**config.mk**
```make
export PLATFORM = sky130hd
export DESIGN_NAME = sar_adc_ctrl
export DESIGN_NICKNAME = d
export VERILOG_FILES = /design/src/rtl/sar_adc_pkg.sv /design/src/rtl/sar_apb_regs.sv /design/src/rtl/sar_seq.sv /design/src/rtl/sar_approx.sv /design/src/rtl/sar_adc_ctrl.sv
export SDC_FILE = /design/constraint.sdc
export NUM_CORES = 1
export LEC_CHECK = 0
export BUFFER_PORTS_ARGS = -buffer_cell sky130_fd_sc_hd__buf_2
export CAP_MARGIN = 10
export CELL_PAD_IN_SITES_DETAIL_PLACEMENT = 0
export CELL_PAD_IN_SITES_GLOBAL_PLACEMENT = 1
export CORE_ASPECT_RATIO = 1.5
export CORE_MARGIN = 2
export CORE_UTILIZATION = 33
export CTS_CLUSTER_SIZE = 14
export DETAILED_ROUTE_END_ITERATION = 8
export HOLD_SLACK_MARGIN = 0.03
export PLACE_DENSITY_LB_ADDON = 0.1
export SKIP_CTS_REPAIR_TIMING = 1
export SYNTH_ARGS = -nofsm -noshare
export SYNTH_HDL_FRONTEND = slang
export SYNTH_SLANG_ARGS = --single-unit
export TNS_END_PERCENT = 20
```
**constraint.sdc**
```tcl
create_clock -name clk -period 2.1 [get_ports clk]
set_clock_uncertainty 0.2 [all_clocks]
set_input_delay 0.315 -clock clk [delete_from_list [all_inputs] [get_ports clk]]
set_output_delay 0.315 -clock clk [all_outputs]
set_load 0.01 [all_outputs]
```
**src/rtl/sar_adc_pkg.sv**
```systemverilog
// Shared types and register constants for the SAR ADC sequencer.
// Assumes byte offsets fit in 8 bits.
package sar_adc_pkg;
    typedef enum logic [1:0] {
        ST_IDLE = 2'd0,
        ST_WAIT = 2'd1,
        ST_CONV = 2'd2
    } seq_state_t;

    localparam logic [7:0] OFF_RESULT = 8'h00;
    localparam logic [7:0] OFF_STATUS = 8'h04;
    localparam logic [7:0] OFF_CTRL   = 8'h08;
    localparam logic [7:0] OFF_DELAY  = 8'h0C;

    localparam int CTRL_PWR_BIT = 3;
    localparam int CTRL_IE_BIT  = 5;
    localparam int CTRL_IS_BIT  = 6;
endpackage

```
**src/rtl/sar_apb_regs.sv**
```systemverilog
// Register file and write decode for the SAR ADC sequencer.
// What it does: decodes reads and writes, holds channel/power/enable/flag,
// the delay and the result, and produces one-cycle start and abort pulses.
// Assumes: single-cycle accesses (no wait states); read data depends only on paddr.
module sar_apb_regs
    import sar_adc_pkg::*;
#(
    parameter int ADDR_W  = 5,
    parameter int RES_W   = 10,
    parameter int NUM_CH  = 3,
    parameter int DLY_W   = 6,
    parameter int DLY_RST = 8
) (
    input  logic              clk,
    input  logic              rst_n,
    input  logic              psel,
    input  logic              penable,
    input  logic              pwrite,
    input  logic [ADDR_W-1:0] paddr,
    input  logic [31:0]       pwdata,
    input  logic              busy,
    input  logic              done,
    input  logic [RES_W-1:0]  result,
    output logic [31:0]       prdata,
    output logic [2:0]        chan,
    output logic              pwr,
    output logic              ie,
    output logic              sts,
    output logic [DLY_W-1:0]  dly,
    output logic [RES_W-1:0]  data_val,
    output logic              start,
    output logic              abort
);
    logic wr_en, ctrl_wr, dly_wr, chan_ok;

    // Purpose: decode the write strobes and derive the start/abort pulses.
    always_comb begin
        wr_en   = psel && penable && pwrite;
        ctrl_wr = wr_en && (paddr == OFF_CTRL[ADDR_W-1:0]);
        dly_wr  = wr_en && (paddr == OFF_DELAY[ADDR_W-1:0]);
        chan_ok = int'(pwdata[2:0]) < NUM_CH;
        start   = ctrl_wr && pwdata[CTRL_PWR_BIT] && chan_ok && !busy;
        abort   = ctrl_wr && busy;
    end

    // Purpose: update the control fields and the completion flag.
    always_ff @(posedge clk) begin
        if (!rst_n) begin
            chan <= '0;
            pwr  <= 1'b0;
            ie   <= 1'b0;
            sts  <= 1'b0;
        end else if (ctrl_wr) begin
            chan <= pwdata[2:0];
            pwr  <= pwdata[CTRL_PWR_BIT];
            ie   <= pwdata[CTRL_IE_BIT];
            sts  <= 1'b0;
        end else if (done) begin
            sts  <= 1'b1;
        end
    end

    // Purpose: hold the power-up delay, keeping only its low bits.
    always_ff @(posedge clk) begin
        if (!rst_n)
            dly <= DLY_W'(DLY_RST);
        else if (dly_wr)
            dly <= pwdata[DLY_W-1:0];
    end

    // Purpose: latch the final code when a conversion completes.
    always_ff @(posedge clk) begin
        if (!rst_n)
            data_val <= '0;
        else if (done)
            data_val <= result;
    end

    // Purpose: read multiplexer; undefined offsets read as zero.
    always_comb begin
        prdata = '0;
        if (paddr == OFF_RESULT[ADDR_W-1:0])
            prdata = {{(32-RES_W){1'b0}}, data_val};
        else if (paddr == OFF_STATUS[ADDR_W-1:0])
            prdata = {31'b0, busy};
        else if (paddr == OFF_CTRL[ADDR_W-1:0])
            prdata = {25'b0, sts, ie, 1'b0, pwr, chan};
        else if (paddr == OFF_DELAY[ADDR_W-1:0])
            prdata = {{(32-DLY_W){1'b0}}, dly};
    end
endmodule

```
**src/rtl/sar_seq.sv**
```systemverilog
// Conversion sequencer: idle -> settle wait -> bit-by-bit conversion.
// What it does: counts the power-up delay, then steps the bit index from MSB to 0.
// Assumes: start is only pulsed while idle; abort has priority over every state.
module sar_seq
    import sar_adc_pkg::*;
#(
    parameter int RES_W = 10,
    parameter int DLY_W = 6,
    localparam int IDX_W = (RES_W > 1) ? $clog2(RES_W) : 1
) (
    input  logic             clk,
    input  logic             rst_n,
    input  logic             start,
    input  logic             abort,
    input  logic [DLY_W-1:0] dly,
    output logic             busy,
    output logic             conv,
    output logic             done,
    output logic [IDX_W-1:0] bit_idx
);
    localparam logic [IDX_W-1:0] MSB_IDX = IDX_W'(RES_W - 1);

    seq_state_t       state;
    logic [DLY_W-1:0] wait_cnt;

    // Purpose: advance the sequencer state, the delay count and the bit index.
    always_ff @(posedge clk) begin
        if (!rst_n) begin
            state    <= ST_IDLE;
            wait_cnt <= '0;
            bit_idx  <= '0;
        end else if (abort) begin
            state    <= ST_IDLE;
        end else begin
            case (state)
                ST_IDLE: if (start) begin
                    bit_idx <= MSB_IDX;
                    if (dly == '0) begin
                        state <= ST_CONV;
                    end else begin
                        state    <= ST_WAIT;
                        wait_cnt <= dly;
                    end
                end
                ST_WAIT: begin
                    if (wait_cnt == DLY_W'(1))
                        state <= ST_CONV;
                    else
                        wait_cnt <= wait_cnt - 1'b1;
                end
                ST_CONV: begin
                    if (bit_idx == '0)
                        state <= ST_IDLE;
                    else
                        bit_idx <= bit_idx - 1'b1;
                end
                default: state <= ST_IDLE;
            endcase
        end
    end

    // Purpose: decode the status outputs from the state.
    always_comb begin
        busy = (state != ST_IDLE);
        conv = (state == ST_CONV);
        done = conv && (bit_idx == '0) && !abort;
    end
endmodule

```
**src/rtl/sar_approx.sv**
```systemverilog
// Successive-approximation register.
// What it does: forms the trial code and keeps or clears the trial bit from the comparator.
// Assumes: the bit index counts down from the MSB; the register is cleared at start.
module sar_approx #(
    parameter int RES_W = 10,
    localparam int IDX_W = (RES_W > 1) ? $clog2(RES_W) : 1
) (
    input  logic             clk,
    input  logic             rst_n,
    input  logic             start,
    input  logic             conv,
    input  logic [IDX_W-1:0] bit_idx,
    input  logic             cmp_in,
    output logic [RES_W-1:0] dac_code,
    output logic [RES_W-1:0] result
);
    logic [RES_W-1:0] sar_q;
    logic [RES_W-1:0] trial;

    // Purpose: build the trial code and the code after this cycle's decision.
    always_comb begin
        trial           = sar_q | (RES_W'(1) << bit_idx);
        result          = sar_q;
        result[bit_idx] = cmp_in;
        dac_code        = conv ? trial : '0;
    end

    // Purpose: clear at start, then record one decided bit per conversion cycle.
    always_ff @(posedge clk) begin
        if (!rst_n)
            sar_q <= '0;
        else if (start)
            sar_q <= '0;
        else if (conv)
            sar_q <= result;
    end
endmodule

```
**src/rtl/sar_adc_ctrl.sv**
```systemverilog
// Top level of the SAR ADC sequencer.
// What it does: joins the register file, the sequencer and the approximation register.
// Assumes: one clock serves both the register port and the converter; NUM_CH <= 8.
module sar_adc_ctrl #(
    parameter int ADDR_W  = 5,
    parameter int RES_W   = 10,
    parameter int NUM_CH  = 3,
    parameter int DLY_W   = 6,
    parameter int DLY_RST = 8
) (
    input  logic              clk,
    input  logic              rst_n,
    input  logic              psel,
    input  logic              penable,
    input  logic              pwrite,
    input  logic [ADDR_W-1:0] paddr,
    input  logic [31:0]       pwdata,
    output logic [31:0]       prdata,
    input  logic              cmp_in,
    output logic [RES_W-1:0]  dac_code,
    output logic [2:0]        adc_chan,
    output logic              adc_pwr,
    output logic              irq
);
    localparam int IDX_W = (RES_W > 1) ? $clog2(RES_W) : 1;

    logic             busy, conv, done, start, abort;
    logic             ie, sts;
    logic [DLY_W-1:0] dly;
    logic [IDX_W-1:0] bit_idx;
    logic [RES_W-1:0] result, data_val;

    sar_apb_regs #(
        .ADDR_W(ADDR_W), .RES_W(RES_W), .NUM_CH(NUM_CH),
        .DLY_W(DLY_W), .DLY_RST(DLY_RST)
    ) u_regs (
        .clk(clk), .rst_n(rst_n), .psel(psel), .penable(penable),
        .pwrite(pwrite), .paddr(paddr), .pwdata(pwdata),
        .busy(busy), .done(done), .result(result),
        .prdata(prdata), .chan(adc_chan), .pwr(adc_pwr), .ie(ie),
        .sts(sts), .dly(dly), .data_val(data_val),
        .start(start), .abort(abort)
    );

    sar_seq #(.RES_W(RES_W), .DLY_W(DLY_W)) u_seq (
        .clk(clk), .rst_n(rst_n), .start(start), .abort(abort), .dly(dly),
        .busy(busy), .conv(conv), .done(done), .bit_idx(bit_idx)
    );

    sar_approx #(.RES_W(RES_W)) u_sar (
        .clk(clk), .rst_n(rst_n), .start(start), .conv(conv),
        .bit_idx(bit_idx), .cmp_in(cmp_in),
        .dac_code(dac_code), .result(result)
    );

    // Purpose: interrupt is the completion flag gated by its enable.
    always_comb irq = sts && ie;
endmodule

```
==> results.tsv, run 1 <==
metric	value	unit
status	finished, final reports clean	
GR Overflow Total	0	
Post-synth EDFFs	0	
vias in the first global route	2182	
syn_area_per_cell	7.89	µm²
ys async rst share	0	
max cap viols	0	
Relative slew margins	0.611	
Total Routing Usage GR	0.160	
Primary FF master, synth	dfxtp_1	
dpl cells	486	
vias after detailed routing	2357	
Cell Pwr Density	547	nW/µm²
area delta synth->final	20.0	%
flops & latches, synth	44	
top cell type's share of synthesized area	0.329	
sequential cell area	885	µm²
Final setup viols	0	
Final #Nets	439	
CTS tree	done	
post-synthesis mux area share	0.0771	
DR vias/cell	4.76	
met1 GRT Util	0.180	
Rows	40	
Tcrit/Tclk final	0.980	
Synth Area in Compound Gates	0.172	
cts bufs inserted	5	
crit-path max FO	5	
RSZ-0062 raised after global routing	no	
CP Capture Type	primary output	
io pins	90	
capturing point of the worst reg2reg path	u_seq.wait_cnt[5]$_SDFFE_PN0P_	
critical path endpoint	dac_code[0]	
total chip power	1.75	mW
CP Launch Type	register	
synth unique cells	49	
CTS Buffer Depth	2	
Tightest Pin Transition	0.583	ns
Critical path origin	u_seq.bit_idx[1]$_SDFFE_PN0P_	
DRT iter0 DRCs	102	
first-pass GRT wire length	11.2	mm
chip width	77.5	µm
Worst-Skew Late Latency	0.29	ns
min Tclk post-route	2.06	ns
remaining antenna violation count	0	
Starting Density	0.336	
first-pass detailed-route iteration total	4	
CTS Sinks	44	
cells along the critical path	inv_2 > ha_4 > or3b_4 > a21oi_2 > buf_2	
Routed wire per std cell	14.3	µm
pre-CTS setup slack	0.0226	ns
Final Non-Filler Cells	495	
Crit Path Class	reg -> out	
most frequent cells in the layout	47 x nor2_1, 42 x nand2_1, 41 x buf_2, 41 x dfxtp_1, 26 x buf_4	
Required @ worst endpoint	1.58	ns
sequential share of the synthesized area	0.329	
M2 GR Usage	0.305	
Max VDD drop	0.000303	V
Filler cells	871	
leak pwr	1.33	nW
area leader, netlist	dfxtp_1	
Worst R2R Start	u_seq.wait_cnt[1]$_SDFFE_PN0P_	
Worst-path clk slew	0.07	ns
post-DP HPWL	5.27	mm
reg2reg setup slack	0.15	ns
Hold Crit Class	in -> reg	
Core ar.	7960	µm²
Global Route met3 Usage	0.0260	
mapped cell area	2680	µm²
worst setup margin	0.0425	ns
die area	8860	µm²
DRC violations left	0	
top cells by area, synth	dfxtp_1 33%, nor2_1 6.6%, buf_4 6.2%, nand2_1 5.9%, mux2i_1 5.6%	
adder-cell area share of the yosys netlist	0.0327	
RD Place Congestion	0.753	
share of cells above drive strength 1	0.256	
initial antenna violation count	0	
area of the multi-input gates	1550	µm²
Final Hold Viols	0	
CP max stage delay	0.42	ns
gr busiest metal	met2	
synthesized instance count	339	
xor/xnor cell area share of the yosys netlist	0.0131	
CP max-delay cell	or3b_4	
CP Data Arrival Time	1.54	ns
pin count of the biggest net entering global routing	29	
Reg2Reg Depth	8	
simple-gate share of the synthesized area	0.245	
hold path start	pwdata[4]	
YS warnings	0	
main combinational cell family by area after synthesis	simple AND/OR/NAND/NOR gates	
port buffer count	41	
Root Driver	clkbuf_16	
Die Y-Extent	114	µm
commonest non-fill, non-tap cell in the layout	nor2_1	
final WL	7.08	mm
Slew Viols, Final	0	
CTS H-tree lvls	2	
fmax	486	MHz
antenna cells	0	
-- critical path, delay by kind of cell, from the launching register on --
family          cells  cell delay, ns
simple gates        1            0.42
flops               1            0.32
buf+inv             2            0.23
compound gates      1            0.15
fa+ha+maj           1            0.14
-- metrics by stage --
stage,hold slack [ns],area (µm²),util,TNS [ns]
floorplan,0.240,2770,-,0
finish,0.0690,3210,0.403,0
detailed placement,0.263,3030,0.381,0
global placement,0.258,3030,0.381,0
global route,0.0973,3210,0.403,0
CTS,0.0628,3190,0.401,-0.163
-- layer usage --
layer	wire (µm)	vias to the layer above
li1	-	1230
met1	3120	1080
met2	3680	43
met3	219	4
met4	61	0
met5	0	-
-- cell usage after synthesis (2+ instances only) --
cell type / n
nor2_1: 47
dfxtp_1: 44
nand2_1: 42
a21oi_1: 26
buf_4: 22
clkbuf_1: 17
mux2i_1: 15
o21ai_0: 14
nand3_1: 11
nand4_1: 10
a311oi_1: 9
ha_1: 7
inv_1: 6
nor2b_1: 6
and2_1: 5
mux2_2: 5
nor3_1: 5
a22oi_1: 4
buf_6: 4
xnor2_1: 4
nand2b_1: 3
a211oi_1: 2
and3_1: 2
nor4_1: 2
o211a_1: 2
o21a_1: 2
-- how the worst min path moves through the flow --
stage / end / cells after the start / slack [ns]
after floorplan: u_regs.dly[3]$_SDFFE_PN1P_ / 2 / 0.24
after global placement: u_regs.pwr$_SDFFE_PN0N_ / 2 / 0.26
after detailed placement: u_regs.pwr$_SDFFE_PN0N_ / 2 / 0.26
after CTS: u_regs.dly[4]$_SDFFE_PN0P_ / 3 / 0.06
after global routing: u_regs.dly[5]$_SDFFE_PN0P_ / 3 / 0.1
final: u_regs.dly[4]$_SDFFE_PN0P_ / 3 / 0.07
-- flip-flops by register name, indices dropped and copies added, names as in the netlist --
signal / count
u_regs.chan: 3
u_regs.ie: 1
u_regs.dly: 6
u_seq.wait_cnt: 6
u_seq.bit_idx: 4
u_sar.sar_q: 10
u_regs.sts: 1
u_seq.state: 2
u_regs.data_val: 10
u_regs.pwr: 1
-- power by group --
| part | switching (mW) | internal (mW) | leakage, nW | total (mW) |
|---|---|---|---|---|
| logic | 0.0694 | 0.0316 | 0.904 | 0.101 |
| registers | 0.000569 | 0.835 | 0.356 | 0.835 |
| clock network | 0.345 | 0.474 | 0.0691 | 0.819 |
-- cells by family (layout without fill, tap and decap cells) --
| group | after synthesis | count (layout) |
|---|---|---|
| fa+ha+maj | 7 | 7 |
| xor+xnor | 4 | 4 |
| compound gates | 68 | 68 |
| simple gates | 140 | 140 |
| flops | 44 | 44 |
| buf+inv | 55 | 85 |
| other cells | 1 | 22 |
| mux | 20 | 20 |
-- final cells by class --
type | count | area share
tap | 105 | 0.0409
multi-input combinational | 261 | 0.483
sequential | 44 | 0.276
clock inverter | 2 | 0.00468
inverter | 7 | 0.00896
timing repair buffer | 70 | 0.143
clock buffer | 6 | 0.0433
Power figures use the tool's default switching activity.
==> run 2, diff against run 1 <==
--- a/config.mk
+++ b/config.mk
@@ -9,7 +9,7 @@
 export CAP_MARGIN = 10
 export CELL_PAD_IN_SITES_DETAIL_PLACEMENT = 0
 export CELL_PAD_IN_SITES_GLOBAL_PLACEMENT = 1
-export CORE_ASPECT_RATIO = 1.5
+export CORE_ASPECT_RATIO = 2
 export CORE_MARGIN = 2
 export CORE_UTILIZATION = 33
 export CTS_CLUSTER_SIZE = 14
==> run 2 against run 1 <==
Compared with the run above:
- power is 7.7% higher
- die area is 0.33% higher
- global-route usage is 1.7 points higher
- clock power is 17% higher
- sequential cell count stayed put
- sequential power hardly changed
- critical endpoint unchanged
- critical path type unchanged
- largest power group is now the clock network
==> results.tsv, run 2 (synthesized netlist as in run 1, its figures left out) <==
metric	value	unit	change
CP Capture Type	primary output		unchanged
vias in the first global route	2312		was 2182
CTS H-tree lvls	2		unchanged
io pins	90		unchanged
Final Hold Viols	0		unchanged
total chip power	1.89	mW	was 1.75 mW
Max VDD drop	0.000364	V	was 0.000303 V
crit-path max FO	5		unchanged
Hold Crit Class	in -> reg		unchanged
Min-Delay Endpoint	u_regs.dly[4]$_SDFFE_PN0P_		unchanged
Total Routing Usage GR	0.177		was 0.160
Final Non-Filler Cells	484		was 495
max cap viols	0		unchanged
post-DP HPWL	5.72	mm	was 5.27 mm
cts bufs inserted	5		unchanged
most frequent cells in the layout	47 x nor2_1, 42 x nand2_1, 41 x buf_2, 39 x dfxtp_1, 25 x a21oi_1		was 47 x nor2_1, 42 x nand2_1, 41 x buf_2, 41 x dfxtp_1, 26 x buf_4
RD Place Congestion	0.787		was 0.753
Worst-Skew Late Latency	0.29	ns	about the same
Worst-path clk slew	0.06	ns	was 0.07 ns
status	finished, final reports clean		unchanged
vias after detailed routing	2415		was 2357
Core ar.	7890	µm²	was 7960 µm²
Filler cells	862		was 871
DRC violations left	0		unchanged
DRT iter0 DRCs	89		was 102
remaining antenna violation count	0		unchanged
dpl cells	476		was 486
RSZ-0062 raised after global routing	yes		was no
Tightest Pin Transition	0.536	ns	was 0.583 ns
Slew Viols, Final	0		unchanged
Rows	46		was 40
CP top delay family	simple AND/OR/NAND/NOR gates		unchanged
Required @ worst endpoint	1.58	ns	about the same
capturing point of the worst reg2reg path	u_seq.wait_cnt[2]$_SDFFE_PN0P_		was u_seq.wait_cnt[5]$_SDFFE_PN0P_
Worst R2R Start	u_regs.dly[3]$_SDFFE_PN1P_		was u_seq.wait_cnt[1]$_SDFFE_PN0P_
Relative slew margins	0.642		was 0.611
Reg2Reg Depth	6		was 8
Final #Nets	437		was 439
CTS Buffer Depth	2		unchanged
CP max stage delay	0.42	ns	about the same
CP Launch Type	register		unchanged
TNS Setup	0	ns	unchanged
CP max-delay cell	or3b_4		unchanged
top flop regs	u_regs.data_val: 10 flops, u_sar.sar_q: 10 flops		unchanged
leak pwr	1.34	nW	was 1.33 nW
first-pass detailed-route iteration total	4		unchanged
Crit Path Class	reg -> out		unchanged
Starting Density	0.339		was 0.336
die area	8890	µm²	was 8860 µm²
worst path bufs/invs	2		unchanged
initial antenna violation count	0		unchanged
fmax	481	MHz	was 486 MHz
GR Overflow Total	0		unchanged
chip width	67.7	µm	was 77.5 µm
first-pass GRT wire length	11.8	mm	was 11.2 mm
final WL	7.48	mm	was 7.08 mm
area delta synth->final	20.1	%	was 20.0%
CTS Sinks	44		unchanged
Root Driver	clkbuf_16		unchanged
CP Data Arrival Time	1.56	ns	was 1.54 ns
Tcrit/Tclk final	0.990		was 0.980
port buffer count	41		unchanged
Routed wire per std cell	15.5	µm	was 14.3 µm
Cell Pwr Density	588	nW/µm²	was 547 nW/µm²
commonest non-fill, non-tap cell in the layout	nor2_1		unchanged
CTS tree	done		unchanged
reg2reg setup slack	0.12	ns	was 0.15 ns
DR vias/cell	4.99		was 4.76
min Tclk post-route	2.08	ns	was 2.06 ns
pin count of the biggest net entering global routing	29		unchanged
final hold slack	0.0632	ns	was 0.0690 ns
Hold Path Cell Cnt	3		unchanged
antenna cells	0		unchanged
Final setup viols	0		unchanged
hold path start	pwdata[4]		unchanged
share of cells above drive strength 1	0.258		was 0.256
cells along the critical path	inv_4 > ha_4 > or3b_4 > a21oi_2 > buf_2		was inv_2 > ha_4 > or3b_4 > a21oi_2 > buf_2
Die Y-Extent	131	µm	was 114 µm
run 2: cell count changes in the layout (fill, tap and decap cells not counted):
| cell | before | now |
|---|---|---|
| ha_2 | 1 | 0 |
| dfxtp_4 | 0 | 1 |
| or3_4 | 0 | 1 |
| or3_1 | 1 | 0 |
| clkinv_4 | 0 | 1 |
| dfxtp_2 | 3 | 4 |
| clkinvlp_4 | 2 | 0 |
| bufinv_16 | 0 | 1 |
| ha_1 | 5 | 6 |
| dfxtp_1 | 41 | 39 |
| buf_4 | 26 | 24 |
run 2: worst max-delay path by stage:
stage,startpoint,end,slack [ns],depth (start not counted)
3_3_place_gp,paddr[4],u_seq.wait_cnt[2]$_SDFFE_PN0P_,0.0002,8
6_report,u_seq.bit_idx[0]$_SDFFE_PN0P_,dac_code[0],0.02,5
4_1_cts,u_seq.bit_idx[0]$_SDFFE_PN0P_,dac_code[0],-0.13,5
3_5_place_dp,paddr[4],u_seq.wait_cnt[2]$_SDFFE_PN0P_,-0.02,8
5_1_grt,u_seq.bit_idx[0]$_SDFFE_PN0P_,dac_code[0],-0.05,5
2_1_floorplan,u_seq.bit_idx[0]$_SDFFE_PN0P_,u_regs.data_val[9]$_SDFFE_PN0P_,0.02,9
run 2: power by group:
part           leakage, nW  internal, mW  switching (mW)
logic                0.899        0.0305          0.0691
clock network       0.0871         0.597           0.359
registers            0.357         0.833        0.000604
total                 1.34          1.46           0.429
run 2: metrics by stage:
stage          cell area, µm²  setup slack [ns]  utilization
6_report                 3220            0.0203        0.408
5_1_grt                  3220           -0.0456        0.408
4_1_cts                  3190            -0.129        0.405
3_5_place_dp             3020           -0.0189        0.382
3_3_place_gp             3020          0.000216        0.382
2_1_floorplan            2770            0.0165            -
run 2: layout make-up:
class	count	area [µm²]	area share
Clock buffer	6	139	0.0432
Clock inverter	2	38.8	0.0121
Inverter	7	28.8	0.00895
Multi-Input combinational cell	261	1550	0.483
Sequential cell	44	890	0.277
Tap cell	96	120	0.0374
Timing Repair Buffer	68	445	0.139
run 2: worst min-delay path, delay by kind of cell:
kind | cells | cell delay, ns
muxes | 1 | 0.05
buffers and inverters | 1 | 0.07
and+or+nand+nor | 1 | 0.08
run 2: routing by layer:
metal | vias to the layer above | routed length, µm | track usage
met3 | 9 | 249 | 0.0300
met5 | - | 0 | 0
li1 | 1223 | - | -
met4 | 0 | 165 | 0.0714
met2 | 47 | 4210 | 0.331
met1 | 1136 | 2850 | 0.181
==> run 3, diff against run 2 <==
--- a/config.mk
+++ b/config.mk
@@ -5,13 +5,14 @@
 export SDC_FILE = /design/constraint.sdc
 export NUM_CORES = 1
 export LEC_CHECK = 0
+export ABC_AREA = 1
 export BUFFER_PORTS_ARGS = -buffer_cell sky130_fd_sc_hd__buf_2
 export CAP_MARGIN = 10
 export CELL_PAD_IN_SITES_DETAIL_PLACEMENT = 0
 export CELL_PAD_IN_SITES_GLOBAL_PLACEMENT = 1
 export CORE_ASPECT_RATIO = 2
 export CORE_MARGIN = 2
-export CORE_UTILIZATION = 33
+export CORE_UTILIZATION = 31
 export CTS_CLUSTER_SIZE = 14
 export DETAILED_ROUTE_END_ITERATION = 8
 export HOLD_SLACK_MARGIN = 0.03
==> run 3 against run 2 <==
Compared with the run above:
- critical path depth rose by 2
- fmax rose by 2.1%
- combinational power increased to 3.7 times the previous value
- sequential power is 7.3% higher
- sequential share of layout area grew 0.13 points
- clock power is essentially flat
- synthesized area rose by 0.70%
- hold slack gained 0.012 ns
- critical path type unchanged
- critical endpoint is now dac_code[5]
- largest cell class unchanged
==> results.tsv, run 3 <==
metric	value	unit	change
status	finished, final reports clean		unchanged
Final #Nets	508		was 437
Hold Crit Class	in -> reg		unchanged
vias in the first global route	2388		was 2312
Worst-path clk slew	0.07	ns	was 0.06 ns
Routed wire per std cell	13.3	µm	was 15.5 µm
Required @ worst endpoint	1.58	ns	about the same
Comb power frac	0.164		was 0.053
CP top delay family	buffers and inverters		was simple AND/OR/NAND/NOR gates
Worst R2R Start	u_seq.bit_idx[0]$_SDFFE_PN0P_		was u_regs.dly[3]$_SDFFE_PN1P_
GR Overflow Total	0		unchanged
Seq pwr share	0.404		was 0.441
mapped cell area	2700	µm²	was 2680 µm²
Max VDD drop	0.000307	V	was 0.000364 V
worst path bufs/invs	3		was 2
RSZ-0062 raised after global routing	yes		unchanged
DRT iter0 DRCs	99		was 89
synth unique cells	32		was 49
Die Y-Extent	136	µm	was 131 µm
post-DP HPWL	5.90	mm	was 5.72 mm
Core ar.	8530	µm²	was 7890 µm²
DRC violations left	0		unchanged
top flop regs	u_regs.data_val: 10 flops, u_sar.sar_q: 10 flops		unchanged
CP Data Arrival Time	1.52	ns	was 1.56 ns
flops & latches, synth	44		unchanged
most common cell in the netlist	nor2_1		unchanged
Layout Utilization	0.372		was 0.408
Post-Place Cell Area	2980	µm²	was 3020 µm²
CP Launch Type	register		unchanged
first-pass GRT wire length	12.2	mm	was 11.8 mm
Cell Pwr Density	697	nW/µm²	was 588 nW/µm²
die area	9500	µm²	was 8890 µm²
top cells by area, synth	dfxtp_1 33%, nor2_1 11%, nand2_1 10%, o21ai_0 7.1%, buf_4 7.0%		was dfxtp_1 33%, nor2_1 6.6%, buf_4 6.2%, nand2_1 5.9%, mux2i_1 5.6%
Slew Viols, Final	0		unchanged
Net Sw Frac	0.286		was 0.227
first-pass detailed-route iteration total	4		unchanged
Starting Density	0.316		was 0.339
port buffer count	41		unchanged
sequential share of the synthesized area	0.327		was 0.329
CTS Sinks	44		unchanged
Critical path origin	u_seq.bit_idx[1]$_SDFFE_PN0P_		was u_seq.bit_idx[0]$_SDFFE_PN0P_
Tcrit/Tclk final	0.970		was 0.990
Rows	48		was 46
CP max-delay cell	dfxtp_1		was or3b_4
RD Place Congestion	0.768		was 0.787
Internal	1.58	mW	was 1.46 mW
P_sw	0.633	mW	was 0.429 mW
fmax	491	MHz	was 481 MHz
share of cells above drive strength 1	0.194		was 0.258
Total Routing Usage GR	0.165		was 0.177
remaining antenna violation count	0		unchanged
CTS tree	done		unchanged
top cell type's share of synthesized area	0.327		was 0.329
Worst-Skew Late Latency	0.29	ns	about the same
crit-path max FO	4		was 5
most frequent cells in the layout	72 x nand2_1, 72 x nor2_1, 43 x dfxtp_1, 41 x buf_2, 40 x inv_1		was 47 x nor2_1, 42 x nand2_1, 41 x buf_2, 39 x dfxtp_1, 25 x a21oi_1
Filler cells	973		was 862
final WL	7.44	mm	was 7.48 mm
cts bufs inserted	5		unchanged
Clk pwr share	0.431		was 0.506
area delta synth->final	17.7	%	was 20.1%
pin count of the biggest net entering global routing	24		was 29
hold path start	pwdata[5]		was pwdata[4]
io pins	90		unchanged
Final Hold Viols	0		unchanged
leak pwr	1.41	nW	was 1.34 nW
antenna cells	0		unchanged
Post-synth top cells	76 x nor2_1, 72 x nand2_1, 44 x dfxtp_1		was 47 x nor2_1, 44 x dfxtp_1, 42 x nand2_1
ys async rst share	0		unchanged
CTS H-tree lvls	2		unchanged
CP Capture Type	primary output		unchanged
max cap viols	0		unchanged
initial antenna violation count	0		unchanged
Post-synth EDFFs	0		unchanged
CP max stage delay	0.35	ns	was 0.42 ns
Crit Path Class	reg -> out		unchanged
min Tclk post-route	2.04	ns	was 2.08 ns
Primary FF master, synth	dfxtp_1		unchanged
post-route cell area	3170	µm²	was 3220 µm²
vias after detailed routing	2554		was 2415
CTS Buffer Depth	2		unchanged
syn_area_per_cell	6.61	µm²	was 7.89 µm²
synthesized instance count	408		was 339
area leader, netlist	dfxtp_1		unchanged
YS warnings	0		unchanged
DR vias/cell	4.57		was 4.99
Final setup viols	0		unchanged
cells along the critical path	inv_1 > ha_1 > inv_1 > nor2_2 > nor2_1 > nor2_1 > buf_2		was inv_4 > ha_4 > or3b_4 > a21oi_2 > buf_2
Root Driver	clkbuf_16		unchanged
chip width	69.9	µm	was 67.7 µm
[run 3: cell count changes in the layout (fill, tap and decap cells not counted), moves of 15 or more]
cell	delta
inv_1	+36
nand2_1	+30
nor2_1	+25
o21ai_0	+24
nand3_1	+17
mux2i_1	-15
[run 3: metrics by stage]
step                      TNS [ns]  setup WS, ns  hold WS (ns)  power (mW)  cells
final                            0        0.0624        0.0751        2.21    559
after global routing        -0.116       -0.0420        0.0764        2.34    559
after CTS                  -0.0510       -0.0298        0.0673        2.25    559
after detailed placement         0         0.162         0.249        1.27    551
after global placement           0         0.171         0.239        1.27    551
after floorplan                  0         0.485         0.227        1.21    429
[run 3: kinds of logic (layout without fill, tap and decap cells)]
family                     Yosys count  after routing  synth area share
and+or+nand+nor                    198            198             0.333
xor gates and xnor gates             1              1           0.00325
other                                1             22           0.00139
DFF                                 44             44             0.327
AOI/OAI and AO/OA                   78             78             0.151
buffers and inverters               79            109             0.152
adders and majority gates            7              7            0.0325
[run 3: layer usage]
metal	GRT usage	vias up	part of all wire	routed length, µm
met4	0.0630	0	0.017	130
met3	0.0259	9	0.031	228
li1	-	1358	-	-
met5	0	-	0	0
met1	0.169	1137	0.37	2780
met2	0.325	50	0.58	4310
[run 3: layout make-up]
type	count	area, µm²	area share
Multi-Input combinational cell	306	1500	0.473
Sequential cell	44	882	0.278
Timing Repair Buffer	56	318	0.100
Inverter	45	169	0.0532
Clock buffer	6	139	0.0438
Tap cell	100	125	0.0394
Clock inverter	2	38.8	0.0122
[run 3: path summary, 6_finish.rpt]
check / to / slack (ns) / cells after the start
hold / removal: u_regs.dly[5]$_SDFFE_PN0P_ / 0.08 / 3
setup / recovery: dac_code[5] / 0.06 / 7
hold reg to reg: u_regs.data_val[7]$_SDFFE_PN0P_ / 0.25 / 2
setup reg to reg: u_regs.data_val[1]$_SDFFE_PN0P_ / 0.32 / 7
[run 3: worst reg2reg max path: cells and delay by family, from the launching register on]
family / cells / cell delay, ns
fa+ha+maj: 1 / 0.26
compound gates: 1 / 0.12
buf+inv: 1 / 0.15
simple gates: 4 / 0.66
flops: 1 / 0.34
[run 3: power by group through the flow]
stage / Sequential, mW / Combinational (mW) / Clock [mW]
finish: 0.895 / 0.364 / 0.954
floorplan: 0.901 / 0.314 / 0
CTS: 0.894 / 0.360 / 0.991
global placement: 0.914 / 0.357 / 0
detailed placement: 0.914 / 0.358 / 0
global route: 0.900 / 0.422 / 1.02
